--- src/rtl/rpc_pkg.sv ---
package rpc_pkg;
  localparam int CFG_AW = 8;

  typedef enum logic [1:0] {
    GRP_CTRL = 2'd0,
    GRP_CODE = 2'd1,
    GRP_DATA = 2'd2,
    GRP_PERM = 2'd3
  } cfg_grp_e;

  localparam int CAUSE_FLOW = 0;
  localparam int CAUSE_DATA = 1;
endpackage

--- src/rtl/rpc_cfg.sv ---
module rpc_cfg
  import rpc_pkg::*;
#(
  parameter int AW = 32,
  parameter int NC = 8,
  parameter int ND = 8,
  parameter int DW = 32,
  localparam int ROW_W = 2 * ND + NC
) (
  input  logic                          clk_i,
  input  logic                          rst_ni,
  input  logic                          we_i,
  input  logic [CFG_AW-1:0]             addr_i,
  input  logic [DW-1:0]                 wdata_i,
  output logic [NC-1:0][AW-1:0]         code_base_o,
  output logic [NC-1:0][AW-1:0]         code_lim_o,
  output logic [ND-1:0][AW-1:0]         data_base_o,
  output logic [ND-1:0][AW-1:0]         data_lim_o,
  output logic [NC-1:0][ROW_W-1:0]      row_o
);
  logic [NC-1:0][AW-1:0]    cb_q, cl_q;
  logic [ND-1:0][AW-1:0]    db_q, dl_q;
  logic [NC-1:0][ROW_W-1:0] row_q;
  logic                     locked_q;
  logic                     wr_ok;
  cfg_grp_e                 grp;
  logic [4:0]               sel_idx;
  logic                     unused_w;

  assign grp      = cfg_grp_e'(addr_i[7:6]);
  assign sel_idx  = addr_i[5:1];
  assign wr_ok    = we_i && !locked_q;
  assign unused_w = ^wdata_i;

  always_ff @(posedge clk_i or negedge rst_ni) begin
    if (!rst_ni) begin
      cb_q     <= '0;
      cl_q     <= '0;
      db_q     <= '0;
      dl_q     <= '0;
      row_q    <= '0;
      locked_q <= 1'b0;
    end else if (wr_ok) begin
      if (grp == GRP_CTRL && wdata_i[0]) locked_q <= 1'b1;
      for (int k = 0; k < NC; k++) begin
        if (sel_idx == 5'(k)) begin
          if (grp == GRP_CODE && !addr_i[0]) cb_q[k] <= wdata_i[AW-1:0];
          if (grp == GRP_CODE &&  addr_i[0]) cl_q[k] <= wdata_i[AW-1:0];
          if (grp == GRP_PERM)               row_q[k] <= wdata_i[ROW_W-1:0];
        end
      end
      for (int k = 0; k < ND; k++) begin
        if (sel_idx == 5'(k)) begin
          if (grp == GRP_DATA && !addr_i[0]) db_q[k] <= wdata_i[AW-1:0];
          if (grp == GRP_DATA &&  addr_i[0]) dl_q[k] <= wdata_i[AW-1:0];
        end
      end
    end
  end

  assign code_base_o = cb_q;
  assign code_lim_o  = cl_q;
  assign data_base_o = db_q;
  assign data_lim_o  = dl_q;
  assign row_o       = row_q;


  lock_sticky_chk: assert property (@(posedge clk_i) disable iff (!rst_ni)
    locked_q |=> locked_q);


  frozen_cfg_chk: assert property (@(posedge clk_i) disable iff (!rst_ni)
    $past(locked_q) |-> ($stable(row_q) && $stable(cb_q) && $stable(cl_q)
                         && $stable(db_q) && $stable(dl_q)));
endmodule

--- config.mk ---
export PLATFORM = sky130hd
export DESIGN_NAME = rpc_cfg
export DESIGN_NICKNAME = d
export VERILOG_FILES = /design/src/rtl/rpc_pkg.sv /design/src/rtl/rpc_cfg.sv
export SDC_FILE = /design/constraint.sdc
export NUM_CORES = 1
export LEC_CHECK = 0
export CAP_MARGIN = 10
export CORE_AREA = 2 2 497 499
export CTS_CLUSTER_DIAMETER = 120
export DETAILED_ROUTE_END_ITERATION = 10
export DIE_AREA = 0 0 499 501
export SYNTH_ARGS = -nofsm -noshare
export SYNTH_HDL_FRONTEND = slang
export SYNTH_SLANG_ARGS = --single-unit
--- constraint.sdc ---
create_clock -name clk_i -period 2.5 [get_ports clk_i]
set_clock_uncertainty 0.05 [all_clocks]
set_input_delay 0.5 -clock clk_i [delete_from_list [all_inputs] [get_ports clk_i]]
set_output_delay 0.5 -clock clk_i [all_outputs]
set_load 0.05 [all_outputs]
==> impl_metrics.yaml <==
drt:
  wl_per_cell_um: 25.7
  vias: 29800
  drt_first_pass_iters: 4
  antenna_left: 0
  drt_iter0_drc: 1516
  wirelength_mm: 192
  drc: 0
  via_per_inst: 3.99
synthesis:
  synth_edf_count: 0
  ys.flop_type: "dfrtp_1"
  synth_nets: 2782
  synth-seq-cells: 1217
  synth_cells: 2739
  syn_area_um2: 45600
  synth_warnings: 0
  ys_seq_area_share_pct: 66.8
  syn_avg_cell_area_um2: 16.6
  ys_async_sr_fraction_pct: 100
  synthDistinctLibCells: 27
worst_setup_path:
  r2r_setup_slack_ps: 390
  worst-path-buf-inv: 3
  worst_setup_path_end_kind: "flop"
  start_kind: "input port"
  crit_slowest_cell: "clkdlybuf4s50_1"
  crit_top_cell: "buf_4"
  r2r-end: "data_base_o[106]"
  cp_cell_sequence: "clkdlybuf4s50_1 -> buf_4 -> nor2b_1 -> nand4_1 -> buf_4 -> mux2_2"
  cp.required_ps: 3070
  rr_worst_depth: 5
  crit_arrival_ps: 2980
  cp-startpoint: "addr_i[2]"
  rr_startpoint: "locked_q"
  worstSetupPathType: "input port to flop"
  max_stage_delay_ps: 590
  crit_family: "buffers and inverters"
  path_max_fanout: 13
final_layout:
  area_growth_pct: 47.4
  layout.cells.non_filler: 7452
  final_nets: 4154
  post_route_cells_drive_above_1_share_pct: 40.0
grt:
  grt_antenna_before_repair: 24
  track_usage_pct: 14.9
  grt_overflow_total: 0
  grt_pass1_wl_mm: 263
  grt_pass1_vias: 31900
  grt_max_degree: 108
clocking:
  cts.sinks: 1217
  root_buffer: "clkbuf_16"
  cts_buffers: 141
  cts.clk_slew.worst_paths_ps: 60
  cts_tree: "built"
  htree_num_levels: 4
  clk_latency_ps: 770
  post_cts_buffers: 0
  clk_path_buf_depth: 3
sta:
  worstMarginPinSlew_ps: 954
  setup_viol: 0
  final_max_slew_viol_count: 0
  rsz0062_at_grt: "no"
  holdWs_ps: 193
  layout_setup_ws_ps: 83.9
  period_needed_ps: 2420
  hold_violations: 0
  fin_crit_sh_pct: 96.6
  fmax_ghz: 0.414
  relSlewSlack_pct: 36.4
power:
  ir_worst_vdd_mv: 0.672
  p_leak_uw: 0.0382
  power_density_nw_per_um2: 669
placement:
  dp.cells: 7187
  portBuffers: 1258
  dp_worst_setup_slack_ps: -732
  gp_congestion: 0.783
  dp_hpwl_mm: 134
floorplanning:
  start_util_pct: 18.6
  coreArea_um2: 245000
  num_io_pins: 1259
  die-area_um2: 250000
  die_w_um: 499
  die_h_um: 501
  num_rows: 182
min_path:
  hold_path.class: "input port to async pin"
outcome:
  outcome: "finished clean"
flow_run:
  maxCapViolCount: 0
-- synth_stat cells, types with 2 or more instances --
master    number  area share [%]
dfrtp_1     1217              67
mux2_2      1209              30
clkbuf_1     180             1.5
buf_2         64            0.70
nand4_1       26            0.36
mux2_1         7            0.17
nand3_1        6           0.066
nor2b_1        4           0.055
nor2_1         3           0.025
nor3b_1        3           0.049
and3b_1        2           0.038
and4_1         2           0.038
nor3_1         2           0.022
-- final cells by class --
cell class	count	area, um^2
sequential	1217	30500
fill	25200	178000
clock buffer	205	4080
multi-input combinational	1277	14200
antenna	11	27.5
tap	3220	4030
inverter	1	3.75
clock inverter	48	562
timing repair buffer	1473	13800
-- metal layers --
| metal | wire length [um] | track usage, % |
|---|---|---|
| met1 | 79200 | 18.0 |
| met2 | 91200 | 24.6 |
| met3 | 15100 | 5.10 |
| met4 | 6340 | 5.18 |
| met5 | 13 | 0 |
-- kinds of logic (layout without fill, tap and decap cells) --
kind of cell / after synthesis / count (layout) / synth area share (%)
AO/OA/AOI/OAI: 1 / 1 / 0.0192
buffers and inverters: 245 / 1727 / 2.19
flip-flops: 1217 / 1217 / 66.8
multiplexers: 1216 / 1216 / 30.1
other: 0 / 11 / 0
AND/OR/NAND/NOR: 60 / 60 / 0.895
-- worst max-delay path by stage --
stage / to / slack [ps] / cells after the start
2_1_floorplan: code_base_o[231] / 330 / 6
3_3_place_gp: data_base_o[107] / -720 / 6
3_5_place_dp: data_base_o[118] / -730 / 6
4_1_cts: data_lim_o[90] / 50 / 1
5_1_grt: data_lim_o[78] / 50 / 1
6_report: data_base_o[106] / 80 / 6
-- cell usage in the layout, fill, tap and decap left out, types with 2 or more instances in the layout --
| cell | synthesis | routed |
|---|---|---|
| mux2_2 | 1209 | 1209 |
| nor2_1 | 3 | 3 |
| and3b_1 | 2 | 2 |
| buf_2 | 64 | 30 |
| nor3b_1 | 3 | 3 |
| clkbuf_8 | 0 | 23 |
| clkinv_2 | 0 | 20 |
| nor2b_1 | 4 | 4 |
| inv_6 | 0 | 6 |
| clkinv_8 | 0 | 5 |
| clkdlybuf4s50_1 | 0 | 9 |
| mux2_1 | 7 | 7 |
| clkbuf_16 | 0 | 145 |
| and4_2 | 0 | 2 |
| nand4_1 | 26 | 26 |
| dfrtp_1 | 1217 | 1217 |
| bufinv_16 | 0 | 6 |
| nor3_1 | 2 | 2 |
| inv_16 | 0 | 3 |
| clkbuf_1 | 180 | 37 |
| buf_4 | 0 | 114 |
| clkinvlp_4 | 0 | 5 |
| dlygate4sd2_1 | 0 | 1213 |
| nand3_2 | 0 | 6 |
| diode_2 | 0 | 11 |
| buf_12 | 0 | 105 |
-- worst reg2reg max path, cell delays in order (launching register included) --
cell and delay, ps:
dfrtp_1 440, nor3b_1 220, buf_4 240, nand4_1 300, buf_4 370, mux2_2 340
-- state kept, by name (all words and copies together), names as in the netlist --
name         count
row_o          192
data_base_o    256
code_lim_o     256
code_base_o    256
locked_q         1
data_lim_o     256
-- per-stage QoR --
stage	power, uW	area (um^2)	utilization [%]	TNS, ps
final	45000	67200	27.4	0
after floorplan	22700	45600	-	0
after CTS	45600	67100	27.4	0
after detailed placement	25000	64000	26.1	-356260
after global placement	24900	64000	26.1	-390680
after global routing	46500	67200	27.4	0
-- report_power, final --
part	switching (uW)	internal, uW
sequential	213	20100
clock	8660	12100
combinational	2980	926
-- what timing repair did --
| item | CTS | global route |
|---|---|---|
| resized for setup | 1213 | 0 |
| hold buffers | 1 | 0 |
| setup endpoints to repair | 1213 | 0 |
| hold endpoints to repair | 134 | 0 |
Power figures use the tool's default switching activity.
